<file path="src/rtl/probe_contact_seq.sv">
module probe_contact_seq #(
  parameter int N            = 103,
  parameter int SETTLE       = 15,
  parameter int COARSE_LIMIT = 8,
  parameter int FINE_LIMIT   = 32,
  parameter int CHECK_PERIOD = 1000000
) (
  input  logic           clk,
  input  logic           rst_n,
  input  logic           start_i,
  input  logic           skip_second_i,
  input  logic [2*N-1:0] pad_type_i,
  input  logic [N-1:0]   pin_b_i,
  input  logic           raise_done_i,
  output logic [N-1:0]   pin_a_o,
  output logic [N-1:0]   pin_a_oe_o,
  output logic [N-1:0]   pull_dn_o,
  output logic [N-1:0]   pull_up_o,
  output logic [N-1:0]   sense_en_o,
  output logic           pwr_relay_o,
  output logic           raise_req_o,
  output logic           raise_fine_o,
  output logic [N-1:0]   pad_status_o,
  output logic           contact_ok_o,
  output logic [3:0]     led_o,
  output logic           done_o,
  output logic           fault_o
);

  localparam int IW   = (N > 1) ? $clog2(N) : 1;
  localparam int SW   = $clog2(SETTLE + 1);
  localparam int MAXL = (COARSE_LIMIT > FINE_LIMIT) ? COARSE_LIMIT : FINE_LIMIT;
  localparam int RW   = $clog2(MAXL + 1);
  localparam int TW   = $clog2(CHECK_PERIOD + 1);
  localparam logic [RW-1:0] CLIM = RW'(COARSE_LIMIT);
  localparam logic [RW-1:0] FLIM = RW'(FINE_LIMIT);

  typedef enum logic [3:0] {
    S_IDLE    = 4'd0,  S_OPEN   = 4'd1,  S_COARSE = 4'd2,  S_CRAISE  = 4'd3,
    S_FINE    = 4'd4,  S_FRAISE = 4'd5,  S_FINE2  = 4'd6,  S_F2RAISE = 4'd7,
    S_PULL    = 4'd8,  S_TRI    = 4'd9,  S_PWRON  = 4'd10, S_PCHK    = 4'd11,
    S_PRAISE  = 4'd12, S_RELEASE= 4'd13, S_MON    = 4'd14, S_FAULT   = 4'd15
  } state_t;

  state_t          st;
  logic [2*N-1:0]  ptype;
  logic [N-1:0]    dig, pwr, gnd, ana;
  logic [IW-1:0]   idx;
  logic [SW-1:0]   scnt;
  logic [RW-1:0]   rcnt;
  logic [TW-1:0]   tmr;
  logic            pass_err;
  logic [N-1:0]    status;

  always_ff @(posedge clk)
    if (!rst_n) ptype <= pad_type_i;

  for (genvar g = 0; g < N; g++) begin : g_decode
    assign dig[g] = ptype[2*g +: 2] == 2'd0;
    assign pwr[g] = ptype[2*g +: 2] == 2'd1;
    assign gnd[g] = ptype[2*g +: 2] == 2'd2;
    assign ana[g] = ptype[2*g +: 2] == 2'd3;
  end

  wire          settled    = scnt == SW'(SETTLE);
  wire          last       = idx == IW'(N - 1);
  wire          cur_dig    = dig[idx];
  wire          pad_err    = ~pin_b_i[idx];
  wire          fine_ph    = (st == S_FINE) || (st == S_FINE2);
  wire          step       = !cur_dig || settled;
  wire          bad_now    = pass_err | (cur_dig & pad_err);
  wire [N-1:0]  onehot     = N'(1) << idx;
  wire [N-1:0]  coarse_err = dig & ~pin_b_i;
  wire          echo       = |(dig & pin_b_i);
  wire [N-1:0]  pwr_err    = (pwr & ~pin_b_i) | (gnd & pin_b_i);
  wire          at_lim     = rcnt == ((st == S_COARSE) ? CLIM : FLIM);
  wire          pulled     = (st >= S_PULL) && (st != S_FAULT);
  wire          released   = (st == S_RELEASE) || (st == S_MON);
  wire          tick       = tmr == TW'(CHECK_PERIOD - 1);

  assign pin_a_oe_o   = (st == S_COARSE) ? dig : (fine_ph && cur_dig) ? onehot : '0;
  assign pin_a_o      = pin_a_oe_o;
  assign pull_dn_o    = pulled ? pwr : '0;
  assign pull_up_o    = pulled ? gnd : '0;
  assign sense_en_o   = released ? ~ana : '1;
  assign pwr_relay_o  = (st >= S_PWRON) && (st != S_FAULT);
  assign raise_req_o  = (st == S_CRAISE) || (st == S_FRAISE) || (st == S_F2RAISE) || (st == S_PRAISE);
  assign raise_fine_o = raise_req_o && (st != S_CRAISE);
  assign pad_status_o = status;
  assign done_o       = st == S_MON;
  assign fault_o      = st == S_FAULT;
  assign contact_ok_o = done_o && (status == '0);
  assign led_o        = st;

  always_ff @(posedge clk or negedge rst_n) begin
    if (!rst_n) begin
      st       <= S_IDLE;
      idx      <= '0;
      scnt     <= '0;
      rcnt     <= '0;
      tmr      <= '0;
      pass_err <= 1'b0;
      status   <= '0;
    end else begin
      case (st)
        S_IDLE: if (start_i) begin
          st     <= S_OPEN;
          status <= '0;
        end
        S_OPEN: begin
          st   <= S_COARSE;
          scnt <= '0;
          rcnt <= '0;
        end
        S_COARSE:
          if (!settled) scnt <= scnt + 1'b1;
          else begin
            scnt   <= '0;
            status <= coarse_err;
            if (echo || dig == '0) begin
              st       <= S_FINE;
              rcnt     <= '0;
              idx      <= '0;
              pass_err <= 1'b0;
            end else if (at_lim) st <= S_FAULT;
            else begin
              rcnt <= rcnt + 1'b1;
              st   <= S_CRAISE;
            end
          end
        S_FINE, S_FINE2:
          if (!step) scnt <= scnt + 1'b1;
          else begin
            scnt        <= '0;
            status[idx] <= cur_dig & pad_err;
            if (!last) begin
              idx      <= idx + 1'b1;
              pass_err <= bad_now;
            end else begin
              idx      <= '0;
              pass_err <= 1'b0;
              if (bad_now) begin
                if (at_lim) st <= S_FAULT;
                else begin
                  rcnt <= rcnt + 1'b1;
                  st   <= (st == S_FINE) ? S_FRAISE : S_F2RAISE;
                end
              end else begin
                rcnt <= '0;
                st   <= (st == S_FINE && !skip_second_i) ? S_FINE2 : S_PULL;
              end
            end
          end
        S_CRAISE:  if (raise_done_i) st <= S_COARSE;
        S_FRAISE:  if (raise_done_i) st <= S_FINE;
        S_F2RAISE: if (raise_done_i) st <= S_FINE2;
        S_PULL:    st <= S_TRI;
        S_TRI:     st <= S_PWRON;
        S_PWRON: begin
          st   <= S_PCHK;
          scnt <= '0;
        end
        S_PCHK:
          if (!settled) scnt <= scnt + 1'b1;
          else begin
            scnt   <= '0;
            status <= pwr_err;
            if (pwr_err == '0) st <= S_RELEASE;
            else if (at_lim) st <= S_FAULT;
            else begin
              rcnt <= rcnt + 1'b1;
              st   <= S_PRAISE;
            end
          end
        S_PRAISE:  if (raise_done_i) st <= S_PCHK;
        S_RELEASE: begin
          st  <= S_MON;
          tmr <= '0;
        end
        S_MON:
          if (tick) begin
            tmr    <= '0;
            status <= pwr_err;
          end else tmr <= tmr + 1'b1;
        default: st <= S_FAULT;
      endcase
    end
  end

endmodule

</file>
<file path="config.mk">
export PLATFORM = sky130hd
export DESIGN_NAME = probe_contact_seq
export DESIGN_NICKNAME = d
export VERILOG_FILES = /design/src/rtl/probe_contact_seq.sv
export SDC_FILE = /design/constraint.sdc
export NUM_CORES = 1
export LEC_CHECK = 0
export BUFFER_PORTS_ARGS = -buffer_cell sky130_fd_sc_hd__buf_2
export CAP_MARGIN = 30
export CORE_AREA = 2 2 367 369
export CTS_CLUSTER_DIAMETER = 40
export DETAILED_ROUTE_END_ITERATION = 10
export DIE_AREA = 0 0 369 371
export PLACE_DENSITY_LB_ADDON = 0.12
export SKIP_CTS_REPAIR_TIMING = 1
export SLEW_MARGIN = 20
export SYNTH_ARGS = -nofsm -noshare
export SYNTH_HDL_FRONTEND = slang
export SYNTH_SLANG_ARGS = --single-unit
</file>
<file path="constraint.sdc">
create_clock -name clk -period 3 [get_ports clk]
set_input_delay 0.3 -clock clk [delete_from_list [all_inputs] [get_ports clk]]
set_output_delay 0.3 -clock clk [all_outputs]
set_load 0.02 [all_outputs]
</file>
[Word level (Yosys, flattened, before mapping)]
Cells that the tools add are included.
Storage, ports and cells
  input port bits: 314
  bits in registers: 351
  output and inout port bits: 628
Operators by class
  multiplexer cells: 61
  shift-type cells: 1
  equal/unequal tests: 342
  bitwise operators: 11
  $lt $le $gt $ge: 4
  add/subtract/negate cells: 4
  reduce and logical (&&, ||, !) cells: 136
Operators by type and width (count)
  2-to-1 mux 103 bit: 10
  case mux 103 bit (5 select lines): 1
  bitwise AND 103 bit: 4
  equality test 2 bit (second input constant): 206
  logical NOT 103 bit: 3
  equality test 2 x 1 -> 1 bit (second input constant): 103
  logical NOT 2 bit: 103
  NOT 103 bit: 2
  bitwise mux 103 bit: 1
  bitwise OR 103 bit: 1
  OR reduction 103 bit: 1
  left shift 1 x 7 -> 103 bit (first input constant): 1
  2-to-1 mux 4 bit: 16
  case mux 4 bit (14 select lines): 1
  2-to-1 mux 6 bit: 9
  case mux 20 bit (2 select lines): 1
  equality test 4 bit (second input constant): 9
  2-to-1 mux 7 bit: 4
  case mux 6 bit (4 select lines): 1
  adder 20 x 1 -> 20 bit (second input constant): 1
  equality test 20 bit (second input constant): 1
  2-to-1 mux 20 bit: 1
  inequality test 2 bit (second input constant): 10
  equality test 4 x 3 -> 1 bit (second input constant): 4
  other kinds (35): 65

[Logic depth before layout (Yosys ltp)]
Gate-level depths: netlist (run 1).
  depth in word-level cells: 9
  mapped depth: 18

[Least setup slack after synthesis (run 1)]
Ideal clock, no wire load.
  kind: in2reg
  start point: input rst_n
  end point: register ptype[0], enable pin
  setup slack: -1.827 ns
  arrival: 4.270 ns
  stages on the path: 1
  data required time: 2.443 ns
  path through: inv_1
RTL lines
  start: declaration: line 9  | input logic rst_n,
  end signal: assignment: line 56  | if (!rst_n) ptype <= pad_type_i;
  end: declaration: line 46  | logic [2*N-1:0] ptype;
No word-level cell between the ends.

[Worst setup path after layout (run 1)]
  start point: register idx[2]
  end point: output pin_a_o[20]
Between the ends
  word-level cells in the longest chain between the ends: 5
  elaborated cells on any way between the ends: 6
Ends and longest elaborated chain
  start: declaration: line 48  | logic [IW-1:0] idx;
  start signal: assignment: line 137  | idx <= idx + 1'b1;
  binary-select mux 1 bit (select 7 bit): line 67  | wire cur_dig = dig[idx];
  2-to-1 mux 1 bit (not written as such): line 67
  logical AND 1 bit: line 81  | assign pin_a_oe_o = (st == S_COARSE) ? dig : (fine_ph && cur_dig) ? onehot : '0;
  2-to-1 mux 103 bit (*) (2 in series): line 81
  end: declaration: line 15  | output logic [N-1:0] pin_a_o,
Mark *: on every way between the ends. The rest lies on a longest branch, timed or not. The select of a mux whose other input is x is not followed.

==> results of run 1 <==
## per-stage QoR
step                      setup slack, ps  total power [mW]  hold WS [ps]  util, %
final                               -1260              26.2           117     36.5
after global routing                -1340              26.8           152     36.5
after CTS                           -1660              25.8          -313     33.3
after detailed placement            -1170              14.7           478     30.8
after global placement              -1640              14.7           476     30.7
after floorplan                      -697              9.61          4.41        -
## final timing paths
kind / startpoint / endpoint / depth (start not counted)
setup reg to reg: idx[2] / rcnt[3] / 18
min in group clk: pin_b_i[102] / pad_status_o[102] / 5
max in group asynchronous: rst_n / idx[0] / 4
setup / recovery: idx[2] / pin_a_o[20] / 16
hold reg to reg: tmr[3] / tmr[3] / 1
hold / removal: rst_n / pad_status_o[101] / 3
## cells by family after synthesis
group           synth area share, %
simple gates                   30.6
compound gates                 22.4
buf+inv                        8.14
flops                          37.3
mux                           0.961
fa+ha+maj                     0.476
xor+xnor                      0.100
## worst reg2reg max path: stages (launching register included)
cell	delay, ps
dfrtp_2	470
buf_4	160
buf_12	100
buf_16	130
buf_4	160
buf_8	150
mux2i_4	310
o211ai_1	120
a221o_1	370
o211ai_1	130
nand4_1	120
nand4bb_1	210
buf_6	170
a211o_1	390
buf_4	220
and3_4	170
or2_1	240
buf_4	160
o31ai_2	170
## flip-flops by register name (all words and copies together) (netlist names)
name          count
tmr              20
pass_err          1
scnt              4
idx               7
ptype           206
pad_status_o    103
led_o             4
rcnt              6
## layout make-up
cell class / instances / area (um^2) / area share (%)
clock buffers: 110 / 2470 / 5.10
inverters: 23 / 90.1 / 0.186
multi-input cells: 2436 / 16300 / 33.5
clock inverters: 63 / 918 / 1.89
repair buffers: 2170 / 16700 / 34.4
diodes: 21 / 52.6 / 0.108
well taps: 1768 / 2210 / 4.56
flip-flops and latches: 351 / 9820 / 20.2
## report_power, final
| group | internal [mW] | switching (mW) |
|---|---|---|
| Sequential | 6.17 | 1.67 |
| Clock | 7.43 | 3.62 |
| Combinational | 2.64 | 4.70 |
## routing by layer
layer,up-vias,track usage (%),wire length (um)
li1,15800,-,-
met1,19000,47.2,107000
met2,2391,56.6,116000
met3,601,8.96,23800
met4,26,21.7,18900
met5,-,0,169
## cells in the final DEF (no fill, tap or decap), drive strengths merged, types with 9 or more instances in the layout
cell         count
nor3b          297
buf           1959
nor2           385
nand4           57
o311ai          12
or3              9
o21ai          264
a22o            15
dfrtp          145
nand3b          84
nor3            89
ha              10
o22ai           36
clkinv          37
bufinv          18
nand2          258
nor2b           12
diode           21
o2bb2ai         15
and3b           20
and3            21
a2111oi         30
a22oi           25
nand3          139
a221oi          44
nor4            68
a21oi          234
nand2b          27
clkbuf         114
inv             23
a31oi            9
a211oi          45
o211ai         107
dlygate4sd3    207
o31ai           13
edfxtp         206
==> flow_metrics.py, run 1 <==
metrics = {
    "critical_path": {
        "crit_family": "buffers and inverters",
        "cp.required_ps": 2700,
        "path_buf_inv": 8,
        "path_class": "reg -> out",
        "cp_common_cell": "buf_6",
        "crit_slowest_cell": "or3b_4",
        "crit_fanout": 7,
        "end_kind": "output pin",
        "crit_chain": "buf_6, buf_4, or3b_4, buf_12, o22a_1, o221ai_2, o31ai_2, a41oi_4, a21oi_4, buf_12, clkbuf_16, buf_8, nand2_8, o21ai_4, buf_6, buf_6",
        "reg2reg_slack_ps": -1040,
        "critPathMaxStageDelay_ps": 490,
        "cp.arrival_ps": 3960,
        "startpoint_type": "register",
    },
    "floorplan": {
        "core_area_mm2": 0.133,
        "die-area_mm2": 0.137,
        "fp.dieW_um": 369,
        "die-height_um": 371,
        "initial_core_util_pct": 19.8,
        "ioPinCount": 942,
        "num_rows": 134,
    },
    "power": {
        "ir_drop_mv": 0.455,
        "p_per_area_mw_per_mm2": 540,
        "p_leak_nw": 20.1,
    },
    "timing": {
        "tightestPinTransition_ps": 1200,
        "skew_ps": 59.6,
        "fin_ws_ps": -1260,
        "final_max_slew_viol_count": 0,
        "period_needed_ps": 4260,
        "fin_crit_sh_pct": 142,
        "fmax_mhz": 235,
        "max_slew_margin_pct": 20.1,
        "finalSetupViolations": 536,
        "setup_tns_ps": -367620,
        "grt_setup_unrepaired": "true",
        "finalHoldViolCount": 0,
    },
    "routing": {
        "drc": 0,
        "finalWirelength_um": 265000,
        "vias": 37800,
        "wire_per_inst_um": 38.2,
        "viasPerCell": 5.44,
        "ant_nets": 0,
        "drt_iter0_drc": 4599,
        "drt-pass1-iter-count": 6,
    },
    "yosys": {
        "ys_warn_count": 0,
        "netlist_top_cells_area": "edfxtp_1 (24%), dfrtp_1 (14%), nor3b_1 (8.5%)",
        "synth_cells": 3191,
        "ys_ff_latch": 351,
        "synthTopCellsByCount": "nor2_1 (379), nor3b_1 (297), o21ai_0 (263)",
        "synth_top_cell_by_area": "edfxtp_1",
        "synth.avg_cell_area_um2": 8.24,
        "synthArstFlopShare_pct": 41.3,
        "ys_seq_area_share_pct": 37.3,
        "synth_fp_nets": 3515,
        "synthDominantCellAreaShare_pct": 23.5,
        "synth_flop_cell": "edfxtp_1",
        "yosysMostFrequentCell": "nor2_1",
        "synth_edf_count": 206,
        "synth_cell_types": 86,
        "syn-cell-area_mm2": 0.0263,
    },
    "final_layout": {
        "fin_nets": 5399,
        "syn2layout_area_growth_pct": 84.6,
        "final_area_mm2": 0.0485,
        "layout-drive-gt1-share_pct": 45.4,
        "layout.cells.non_filler": 6942,
        "fillerInstances": 14000,
    },
    "cts": {
        "cts_buffers": 93,
        "cts_root_buf": "clkbuf_16",
        "cts_tree": "yes",
        "clk_latency_ps": 750,
        "clkTransAtPathRegs_ps": 40,
        "cts_max_level": 3,
        "cts.sinks": 351,
        "clockBufferDepth": 3,
    },
    "global_route": {
        "grt_pass1_vias": 34500,
        "grt_pass1_wl_um": 336000,
        "antenna_found_initial": 49,
        "track_usage_pct": 37.0,
        "grt-ovfl-total": 0,
        "grt_start_max_net_pins": 146,
    },
    "place": {
        "postPlaceCellArea_mm2": 0.0408,
        "placed_cells": 6496,
        "globalplace.congestion": 1.05,
        "dp_hpwl_um": 222000,
        "port-buffer-count": 941,
    },
    "job": {
        "maxCapViolations": 0,
    },
    "outcome": {
        "violations": "negative setup slack",
        "status": "finished with violations",
    },
    "worst_hold_path": {
        "hold_path_class": "in -> async",
    },
}
Note: power is estimated with default switching activity, not from simulation.
==> run 2: changes to the inputs <==
--- a/config.mk
+++ b/config.mk
@@ -13,7 +13,7 @@
 export DIE_AREA = 0 0 369 371
 export PLACE_DENSITY_LB_ADDON = 0.12
 export SKIP_CTS_REPAIR_TIMING = 1
-export SLEW_MARGIN = 20
+export SLEW_MARGIN = 40
 export SYNTH_ARGS = -nofsm -noshare
 export SYNTH_HDL_FRONTEND = slang
 export SYNTH_SLANG_ARGS = --single-unit
==> constraint.sdc (replaced) <==
create_clock -name clk -period 4.4 [get_ports clk]
set_input_delay 0.44 -clock clk [delete_from_list [all_inputs] [get_ports clk]]
set_output_delay 0.44 -clock clk [all_outputs]
set_load 0.02 [all_outputs]
==> flow_metrics.py, run 2 (synthesized netlist as in run 1, its figures left out) <==
metrics = {
    "outcome": {
        "status": "finished with violations",
        "violations": "negative setup slack",
    },
    "final_layout": {
        "mostFrequentLayoutCell": "buf_2",
        "final_area_mm2": 0.0408,
        "final_core_utilization_pct": 30.7,
        "layout_common_cells": "buf_2 (938), buf_4 (372), nor2_1 (352), nor3b_1 (290), nand2_1 (250)",
        "regMostFlops": "ptype",
        "syn2layout_area_growth_pct": 55.3,
        "fin_nets": 4792,
        "layout.cells.non_filler": 6348,
        "layout-drive-gt1-share_pct": 35.9,
        "largest_reg_flops": 206,
    },
    "timing": {
        "tightestPinTransition_ps": 968,
        "skew_ps": 30.3,
        "period_needed_ps": 4440,
        "max_slew_margin_pct": 35.5,
        "grt_setup_unrepaired": "true",
        "final_max_slew_viol_count": 0,
        "setup_tns_ps": -152,
        "fmax_mhz": 225,
        "finalSetupViolations": 8,
        "finalHoldViolCount": 0,
        "fin_crit_sh_pct": 101,
        "fin_ws_ps": -43.5,
    },
    "cts": {
        "cts.sinks": 351,
        "clockBufferDepth": 3,
        "cts_max_level": 3,
        "clkTransAtPathRegs_ps": 40,
        "cts_tree": "yes",
        "cts_buffers": 101,
        "cts_root_buf": "clkbuf_16",
        "clk_latency_ps": 740,
    },
    "job": {
        "maxCapViolations": 0,
    },
    "routing": {
        "drt_iter0_drc": 4614,
        "finalWirelength_um": 248000,
        "vias": 35500,
        "drc": 0,
        "ant_nets": 0,
        "wire_per_inst_um": 39.0,
        "drt-pass1-iter-count": 6,
        "viasPerCell": 5.59,
    },
    "power": {
        "p_int_mw": 11.1,
        "ir_drop_mv": 0.284,
        "power.switching_mw": 6.83,
        "clock_power_share_pct": 45.0,
        "swShare_pct": 38.1,
        "p_leak_nw": 16.6,
        "p_per_area_mw_per_mm2": 439,
        "power_frac_comb_pct": 23.3,
        "seqPwrFrac_pct": 31.6,
    },
    "place": {
        "globalplace.congestion": 1.04,
        "placed_cells": 5916,
        "postPlaceCellArea_mm2": 0.0347,
        "port-buffer-count": 941,
        "dp_hpwl_um": 198000,
    },
    "floorplan": {
        "fp.dieW_um": 369,
        "num_rows": 134,
        "core_area_mm2": 0.133,
        "die-height_um": 371,
        "ioPinCount": 942,
        "die-area_mm2": 0.137,
        "initial_core_util_pct": 19.8,
    },
    "critical_path": {
        "cp.arrival_ps": 4000,
        "cp.required_ps": 3960,
        "crit_fanout": 7,
        "end_kind": "output pin",
        "startpoint_type": "register",
        "path_class": "reg -> out",
    },
    "global_route": {
        "grt_pass1_vias": 32200,
        "antenna_found_initial": 57,
        "grt-ovfl-total": 0,
        "track_usage_pct": 34.5,
        "grt_start_max_net_pins": 104,
        "grt_pass1_wl_um": 316000,
    },
    "worst_hold_path": {
        "hold_path_class": "in -> reg",
    },
}
-- run 2: changes by cell type in the layout (fill, tap and decap cells not counted), moves of 13 or more --
cell,delta
buf_6,-168
buf_12,-46
buf_4,-578
nand2_8,-13
o21ai_0,+59
o21ai_1,+22
buf_2,+193
o21ai_4,-86
-- run 2: worst max-delay path: stages, from the launching register on --
cell	delay, ps
edfxtp_1	370
nor2_1	640
o22a_1	260
o221ai_1	170
o31ai_2	400
a41oi_4	210
a21oi_4	260
buf_4	190
nand2_1	170
o21ai_1	280
buf_4	180
buf_2	160
-- run 2: through the flow --
stage / setup slack [ps] / total power [mW] / hold slack [ps]
floorplan: 563 / 6.54 / 144
global placement: -377 / 9.56 / 363
detailed placement: -6.32 / 9.59 / 359
CTS: -801 / 17.7 / -445
global route: -70.6 / 18.3 / 10.1
finish: -43.5 / 17.9 / 18.3
-- run 2: final timing paths --
check	to	cells past startpoint	slack [ps]	startpoint
min in group asynchronous	rcnt[5]	2	190	rst_n
setup reg to reg	pad_status_o[92]	12	10	idx[2]
setup / recovery	pin_a_oe_o[17]	11	-40	ptype[95]
hold / removal	ptype[128]	1	20	pad_type_i[128]
hold reg to reg	tmr[3]	1	520	tmr[3]
max in group asynchronous	tmr[13]	4	2990	rst_n
-- run 2: layout make-up --
type	count	area (um^2)
Clock inverter	79	1030
Fill cell	14500	92000
Antenna cell	24	60.1
Timing Repair Buffer	1555	10300
Sequential cell	351	9820
Inverter	23	93.8
Tap cell	1768	2210
Clock buffer	112	2610
Multi-Input combinational cell	2436	14700
-- run 2: routing by layer --
layer,wire length (um),GRT usage [%],up-vias
li1,-,-,14600
met1,95900,42.4,17700
met3,23500,9.23,684
met4,18500,21.3,34
met5,218,0,-
met2,109000,53.8,2517
-- run 2: power groups by stage --
stage	Clock, mW	Sequential, mW	Combinational (mW)
after floorplan	0	5.47	1.07
after global placement	0	5.62	3.94
after detailed placement	0	5.62	3.97
after CTS	8.17	5.58	3.98
after global routing	8.32	5.66	4.34
final	8.06	5.67	4.18
